[src/rtl/lerm_pkg.sv]
package lerm_pkg;
   typedef struct packed {
      logic up;
      logic dn;
   } step_req_t;
endpackage

[src/rtl/lerm_octet_tracker.sv]
module lerm_octet_tracker #(
   parameter int OCT_W = 4
) (
   input  logic clk,
   input  logic rst_n,
   input  logic enter_i,
   input  logic exit_i,
   input  logic octet_i,
   output logic mode_o,
   output logic wrap_o
);
   localparam logic [OCT_W-1:0] OCT_LAST = '1;

   logic             mode_q;
   logic [OCT_W-1:0] cnt_q;
   logic             count_en;

   generate
      if (OCT_W < 1) begin : g_bad_oct_w
         $error("lerm_octet_tracker: OCT_W must be at least 1");
      end
   endgenerate

   assign count_en = mode_q && octet_i && !enter_i;
   assign wrap_o   = count_en && (cnt_q == OCT_LAST);
   assign mode_o   = mode_q;

   always_ff @(posedge clk) begin
      if (!rst_n) begin
         mode_q <= 1'b0;
         cnt_q  <= '0;
      end else if (enter_i) begin
         mode_q <= 1'b1;
         cnt_q  <= '0;
      end else begin
         if (exit_i) begin
            mode_q <= 1'b0;
         end
         if (count_en) begin
            cnt_q <= cnt_q + 1'b1;
         end
      end
   end
endmodule

[src/rtl/lerm_good_counter.sv]
module lerm_good_counter #(
   parameter int GOOD_W = 8
) (
   input  logic clk,
   input  logic rst_n,
   input  logic adv_i,
   output logic wrap_o
);
   localparam logic [GOOD_W-1:0] GOOD_LAST = '1;

   logic [GOOD_W-1:0] cnt_q;

   generate
      if (GOOD_W < 1) begin : g_bad_good_w
         $error("lerm_good_counter: GOOD_W must be at least 1");
      end
   endgenerate

   assign wrap_o = adv_i && (cnt_q == GOOD_LAST);

   always_ff @(posedge clk) begin
      if (!rst_n) begin
         cnt_q <= '0;
      end else if (adv_i) begin
         cnt_q <= cnt_q + 1'b1;
      end
   end
endmodule

[src/rtl/lerm_rate_counter.sv]
module lerm_rate_counter
   import lerm_pkg::*;
#(
   parameter int RATE_W = 6
) (
   input  logic              clk,
   input  logic              rst_n,
   input  step_req_t         req_i,
   output logic [RATE_W-1:0] rate_o,
   output logic              inc_o,
   output logic              dec_o
);
   localparam logic [RATE_W-1:0] RATE_TOP = '1;

   logic [RATE_W-1:0] rate_q;
   logic              inc_q;
   logic              dec_q;
   logic              go_up;
   logic              go_dn;

   generate
      if (RATE_W < 2) begin : g_bad_rate_w
         $error("lerm_rate_counter: RATE_W must be at least 2");
      end
   endgenerate

   assign go_up = req_i.up && !req_i.dn && (rate_q != RATE_TOP);
   assign go_dn = req_i.dn && !req_i.up && (rate_q != '0);

   always_ff @(posedge clk) begin
      if (!rst_n) begin
         rate_q <= '0;
         inc_q  <= 1'b0;
         dec_q  <= 1'b0;
      end else begin
         inc_q <= go_up;
         dec_q <= go_dn;
         if (go_up) begin
            rate_q <= rate_q + 1'b1;
         end else if (go_dn) begin
            rate_q <= rate_q - 1'b1;
         end
      end
   end

   assign rate_o = rate_q;
   assign inc_o  = inc_q;
   assign dec_o  = dec_q;
endmodule

[src/rtl/link_err_monitor.sv]
module link_err_monitor
   import lerm_pkg::*;
#(
   parameter int RATE_W = 6,
   parameter int OCT_W  = 4,
   parameter int GOOD_W = 8
) (
   input  logic              clk,
   input  logic              rst_n,
   input  logic              short_err_i,
   input  logic              align_err_i,
   input  logic              fcs_err_i,
   input  logic              good_msg_i,
   input  logic              abort_i,
   input  logic              long_err_i,
   input  logic              octet_i,
   output logic [RATE_W-1:0] rate_o,
   output logic              inc_evt_o,
   output logic              dec_evt_o,
   output logic              oct_mode_o
);
   logic      enter_mode;
   logic      oct_wrap;
   logic      good_wrap;
   logic      good_adv;
   step_req_t step_req;

   assign enter_mode = abort_i || long_err_i;
   assign good_adv   = good_msg_i && !enter_mode;

   lerm_octet_tracker #(.OCT_W(OCT_W)) u_oct (
      .clk     (clk),
      .rst_n   (rst_n),
      .enter_i (enter_mode),
      .exit_i  (good_msg_i),
      .octet_i (octet_i),
      .mode_o  (oct_mode_o),
      .wrap_o  (oct_wrap)
   );

   lerm_good_counter #(.GOOD_W(GOOD_W)) u_good (
      .clk    (clk),
      .rst_n  (rst_n),
      .adv_i  (good_adv),
      .wrap_o (good_wrap)
   );

   assign step_req.up = short_err_i || align_err_i || fcs_err_i || oct_wrap;
   assign step_req.dn = good_wrap;

   lerm_rate_counter #(.RATE_W(RATE_W)) u_rate (
      .clk    (clk),
      .rst_n  (rst_n),
      .req_i  (step_req),
      .rate_o (rate_o),
      .inc_o  (inc_evt_o),
      .dec_o  (dec_evt_o)
   );
endmodule

[config.mk]
export PLATFORM = sky130hd
export DESIGN_NAME = link_err_monitor
export DESIGN_NICKNAME = d
export VERILOG_FILES = /design/src/rtl/lerm_pkg.sv /design/src/rtl/lerm_octet_tracker.sv /design/src/rtl/lerm_good_counter.sv /design/src/rtl/lerm_rate_counter.sv /design/src/rtl/link_err_monitor.sv
export SDC_FILE = /design/constraint.sdc
export NUM_CORES = 1
export LEC_CHECK = 0
export BUFFER_PORTS_ARGS = -buffer_cell sky130_fd_sc_hd__clkbuf_2
export CAP_MARGIN = 20
export CELL_PAD_IN_SITES_DETAIL_PLACEMENT = 1
export CELL_PAD_IN_SITES_GLOBAL_PLACEMENT = 2
export CORE_ASPECT_RATIO = 1.5
export CORE_MARGIN = 2
export CORE_UTILIZATION = 36
export CTS_BUF_LIST = sky130_fd_sc_hd__clkbuf_16
export DETAILED_ROUTE_END_ITERATION = 8
export PLACE_DENSITY = 0.82
export SETUP_SLACK_MARGIN = 0.15
export SLEW_MARGIN = 0
export SYNTH_ARGS = -nofsm -noshare
export SYNTH_HDL_FRONTEND = slang
export SYNTH_SLANG_ARGS = --single-unit
export TNS_END_PERCENT = 20
[constraint.sdc]
create_clock -name clk -period 4.1 [get_ports clk]
set_input_delay 0.205 -clock clk [delete_from_list [all_inputs] [get_ports clk]]
set_output_delay 0.205 -clock clk [all_outputs]
set_load 0.01 [all_outputs]
==> impl_metrics.ini, run 1 <==
[critical_path]
end_kind = flop
arrival_ps = 3110
required_ps = 4240
crit_fanout = 8
critPathKind = flop to flop
start_kind = flop

[route]
drtIter0Drc = 1
num_vias = 982
drt_wl_total_um = 2660
ant_nets = 0
drt-pass1-iter-count = 3
drc_errors = 0
via_per_inst = 5.34
wl_per_cell_um = 14.5

[logic_synthesis]
syn-cell-area_um2 = 1170
syn_nets = 142
yosys.area.top_type = dfxtp_1
ys_seq_area_share_pct = 35.8
synth-edff-count = 0
syn-instance-count = 126
synth_top_area_share_pct = 35.8
synthArstFlopShare_pct = 0
syn_area_per_cell_um2 = 9.31
yosys_warnings = 0
synth_seq_cells = 21
synthDistinctLibCells = 40
synth_area_leaders = dfxtp_1, ha_1, and2_1, xnor2_1, nand2_1
synth-main-ff-cell = dfxtp_1

[placement]
place_area_um2 = 1290
port_buffers = 17
dp_hpwl_um = 2050
gp_congestion = 0.738

[grt]
first_global_vias = 1019
grt.overflow.total = 0
grt_pass1_wl_um = 4510
grt_usage_pct = 16.3
grt_max_degree = 25
antenna_found_initial = 0

[worst_hold_path]
hold_path.class = input pin to flop

[power_and_ir_drop]
peakVddDrop_uv = 207
pwr_density_cell_nw_per_um2 = 370
p_leak_uw = 0.000606
power_uw = 506

[cts]
htreeDepth = 1
cts-resized-gates = 0
insertion_delay_ps = 260
clk_path_buf_depth = 2
cts.clk_slew.worst_paths_ps = 60
cts_setup_buffers = 0
root_buffer = clkbuf_16
clkSinkCount = 21
cts_hold_repair.buffers = 0
numCtsBuffers = 3
tritoncts = built

[floorplanning]
die-height_um = 73.9
design.portCount = 18
dieArea_um2 = 3740
floorplan.initialDensity_pct = 37.5
die_w_um = 50.6
fp-row-count = 25
core_area_um2 = 3130

[cells_and_area]
fin_nets = 161
drive_above_1_share_pct = 18.1
area_delta_synth_final_pct = 16.6
fin_area_um2 = 1370
antenna_cells = 0
final_core_utilization_pct = 43.8

[sta]
worst_pin_slew_ps = 498
relSlewSlack_pct = 66.8
clock.fmax_ghz = 0.336
setup-tns-final_ps = 0
fin_skew_ps = 2.05
fin_crit_sh_pct = 72.5
holdWs_ps = 243
hold_viol_final = 0
rsz0062_at_grt = no
finalMaxSlewViolations = 0
setup_viol = 0
fin_crit_ps = 2970

[run]
drv_cap = 0

[outcome]
status = finished, final reports clean
[path summary, 6_finish.rpt]
kind                   startpoint               end  slack [ps]  cells past startpoint
setup reg to reg   u_oct.cnt_q[1]  u_rate.rate_o[5]        1130                     11
hold reg to reg   u_good.cnt_q[1]   u_good.cnt_q[1]         490                      2
hold / removal            octet_i    u_oct.cnt_q[1]         240                      3
setup / recovery   u_oct.cnt_q[1]  u_rate.rate_o[5]        1130                     11
[power breakdown]
part	switching [uW]	internal, uW	total [uW]
clock	77.0	130	207
combinational	37.9	33.3	71.2
sequential	14.9	213	228
total	130	377	506
[routing by layer]
metal	global-route usage, %	vias up	part of all wire (%)
li1	-	482	-
met1	17.0	482	39
met2	30.6	13	56
met3	3.61	5	2.7
met4	8.11	0	2.1
met5	0	-	0
[sequential cells by signal, summed over array words and instances (netlist names)]
signal,cells
u_good.cnt_q,8
u_oct.cnt_q,4
u_oct.mode_o,1
u_rate.dec_o,1
u_rate.inc_o,1
u_rate.rate_o,6
[kinds of logic after synthesis]
group,synth area share (%)
buffers and inverters,1.92
XOR/XNOR,8.21
multiplexers,3.41
flip-flops,35.8
AND/OR/NAND/NOR,29.9
AO/OA/AOI/OAI,12.7
adder cells (fa/ha/maj),8.10
[final cells by class]
type / instances / area [um^2]
clock buffer: 3 / 75.1
fill: 384 / 1760
timing repair buffer: 17 / 85.1
tap: 40 / 50.0
multi-input combinational: 101 / 731
clock inverter: 1 / 3.75
inverter: 1 / 3.75
sequential: 21 / 420
[critical path, cell delays in order (launching register included)]
cell and delay [ps]:
dfxtp_1 370, ha_1 150, and3_1 220, a41oi_2 170, a311oi_4 520, inv_1 220
ha_1 390, o21ai_0 110, o21a_1 210, or2_2 310, nand4bb_1 100, nand3_1 80
[Yosys cell counts, types with 2 or more instances]
cell type,count
a21boi_0,2
a21o_1,2
a21oi_1,3
and2_1,10
and3_1,3
clkbuf_1,2
dfxtp_1,21
ha_1,6
mux2i_1,4
nand2_1,13
nand3_1,7
nand4_1,4
nor2_1,9
nor3_1,2
o21ai_0,3
or3_1,2
xnor2_1,7
xor2_1,4
[layout by cell type (no fill, tap or decap), types with 3 or more instances in the layout]
master,netlist,routed
xor2_1,4,4
clkbuf_16,0,3
mux2i_1,4,4
a21oi_1,3,3
nor2_1,9,9
nand3_1,7,7
ha_1,6,6
dfxtp_1,21,21
nand4_1,4,4
and3_1,3,3
nand2_1,13,13
and2_1,10,10
clkbuf_2,0,17
xnor2_1,7,7
o21ai_0,3,3
[stage by stage]
step	std cells	worst slack, ps
final	184	1130
after global routing	184	884
after CTS	184	1100
after floorplan	126	1370
after global placement	180	1200
after detailed placement	180	1120
No activity file was read; power rests on OpenSTA's default activity.
==> run 2: changes to the inputs <==
--- a/config.mk
+++ b/config.mk
@@ -11,10 +11,10 @@
 export CELL_PAD_IN_SITES_GLOBAL_PLACEMENT = 2
 export CORE_ASPECT_RATIO = 1.5
 export CORE_MARGIN = 2
-export CORE_UTILIZATION = 36
+export CORE_UTILIZATION = 30
 export CTS_BUF_LIST = sky130_fd_sc_hd__clkbuf_16
 export DETAILED_ROUTE_END_ITERATION = 8
-export PLACE_DENSITY = 0.82
+export PLACE_DENSITY = 0.73
 export SETUP_SLACK_MARGIN = 0.15
 export SLEW_MARGIN = 0
 export SYNTH_ARGS = -nofsm -noshare
==> constraint.sdc (replaced) <==
create_clock -name clk -period 2.6 [get_ports clk]
set_input_delay 0.13 -clock clk [delete_from_list [all_inputs] [get_ports clk]]
set_output_delay 0.13 -clock clk [all_outputs]
set_load 0.01 [all_outputs]
==> run 2 against run 1 <==
Net effect:
- die area up 19%
- flip-flop and latch count unchanged
- cell count up 8.2%
- fmax up 24%
- critical path depth unchanged
- clock skew about the same
- sequential share of layout area down 3.7 points
- register-to-register slack worse by 930 ps
- largest power group unchanged
==> impl_metrics.ini, run 2 (synthesized netlist as in run 1, its figures left out) <==
[sta]
fin_crit_sh_pct = 92.3
setup-tns-final_ps = 0
fin_skew_ps = 2.25
fin_crit_ps = 2400
finalMaxSlewViolations = 0
rsz0062_at_grt = yes
clock.fmax_ghz = 0.417
setup_slack_ps = 199
setup_viol = 0
worst_pin_slew_ps = 418
relSlewSlack_pct = 72.1
hold_viol_final = 0

[critical_path]
crit_chain = ha_2 -> and3_4 -> a41oi_4 -> a311oi_4 -> inv_4 -> ha_4 -> a211oi_4 -> o21a_1 -> or2_4 -> nand4bb_1 -> nand3_1
slowest_stage = a311oi_4
path_buf_inv = 1
worst_path_largest_cell_delay_ps = 350
critPathKind = flop to flop
end_kind = flop
required_ps = 2740
crit_fanout = 5
start_kind = flop
arrival_ps = 2540
path_delay_family = compound AO/OA/AOI/OAI gates

[power_and_ir_drop]
p_leak_uw = 0.000661
peakVddDrop_uv = 288
pwr_density_cell_nw_per_um2 = 540

[outcome]
status = finished, final reports clean

[cells_and_area]
area_delta_synth_final_pct = 33.3
antenna_cells = 0
largest_reg_flops = 8
nFillCells = 445
fin_nets = 173
regMostFlops = u_good.cnt_q
drive_above_1_share_pct = 34.6
layout_common_cells = dfxtp_1, clkbuf_2, nand2_1, buf_4, and2_1
layout_commonest_cell = dfxtp_1

[route]
highest_layer = met4
ant_nets = 0
drt-pass1-iter-count = 3
wl_met1_um = 1190
wl_met2_um = 1470
wl_per_cell_um = 14.0
via_per_inst = 5.24
drtIter0Drc = 12
drt_wl_total_um = 2790
num_vias = 1043
wl_met3_um = 84
drc_errors = 0

[floorplanning]
dieArea_um2 = 4440
die-height_um = 80.6
floorplan.initialDensity_pct = 31.6
design.portCount = 18
core_area_um2 = 3720
die_w_um = 55.1
fp-row-count = 27

[cts]
clk_path_buf_depth = 2
numCtsBuffers = 3
htreeDepth = 1
root_buffer = clkbuf_16
cts.clk_slew.worst_paths_ps = 60
cts_hold_repair.buffers = 0
clkSinkCount = 21
tritoncts = built
insertion_delay_ps = 250

[placement]
gp_congestion = 0.742
dp_hpwl_um = 2130
port_buffers = 17
place_ws_ps = 172

[grt]
antenna_found_initial = 0
grt_usage_pct = 14.6
grt_pass1_wl_um = 4730
first_global_vias = 1075
grt.overflow.total = 0
grt_max_degree = 25

[worst_hold_path]
hold_path.class = input pin to flop

[run]
drv_cap = 0
==> run 2: cell types whose count changed in the layout (fill, tap and decap cells not counted), moves of 2 or more <==
cell     delta
inv_1       -2
dfxtp_1     -2
dfxtp_2     +2
ha_1        -4
buf_4      +12
ha_4        +3
==> run 2: cell type report <==
type                    count  area (um^2)  share of cell area [%]
clock buffers               3         75.1                    4.80
repair buffers             29          175                    11.2
well taps                  43         53.8                    3.44
clock inverters             1         5.00                   0.320
inverters                   1         6.26                   0.400
multi-input cells         101          826                    52.8
flip-flops and latches     21          423                    27.0
==> run 2: path summary, 6_finish.rpt <==
check | cells after the start | end | slack [ps] | start
setup / recovery | 11 | u_rate.rate_o[5] | 200 | u_oct.cnt_q[0]
hold / removal | 3 | u_oct.cnt_q[1] | 170 | octet_i
setup reg to reg | 11 | u_rate.rate_o[5] | 200 | u_oct.cnt_q[0]
hold reg to reg | 2 | u_oct.cnt_q[1] | 490 | u_oct.cnt_q[1]
==> run 2: tightest hold or removal path, delay by kind of cell <==
family                 cells  cell delay [ps]
and+or+nand+nor            1               90
AOI/OAI and AO/OA          1               60
buffers and inverters      1              100
==> run 2: layer usage <==
| metal | GRT usage, % | up-vias |
|---|---|---|
| met1 | 16.1 | 506 |
| met5 | 0 | - |
| met2 | 26.0 | 19 |
| li1 | - | 513 |
| met4 | 5.85 | 0 |
| met3 | 2.79 | 5 |
==> run 2: per-stage QoR <==
step / hold slack, ps / power [uW] / cell area (um^2) / cells / util [%]
after global placement: 409 / 501 / 1390 / 187 / 37.3
after global routing: 191 / 891 / 1560 / 199 / 42.1
after detailed placement: 435 / 505 / 1390 / 187 / 37.3
after floorplan: 285 / 452 / 1230 / 126 / -
final: 172 / 845 / 1560 / 199 / 42.1
after CTS: 171 / 831 / 1470 / 191 / 39.4
==> run 2: power by group <==
| group | switching [uW] | total (uW) | leakage, uW | internal [uW] |
|---|---|---|---|---|
| combinational | 81.4 | 165 | 0.000448 | 83.9 |
| sequential | 19.6 | 356 | 0.000172 | 336 |
| clock | 118 | 324 | 0.0000409 | 206 |
==> run 2: timing repair <==
item	CTS	global route
buffers inserted	0	8
endpoints found under the setup margin	0	2
gates resized for setup	0	9
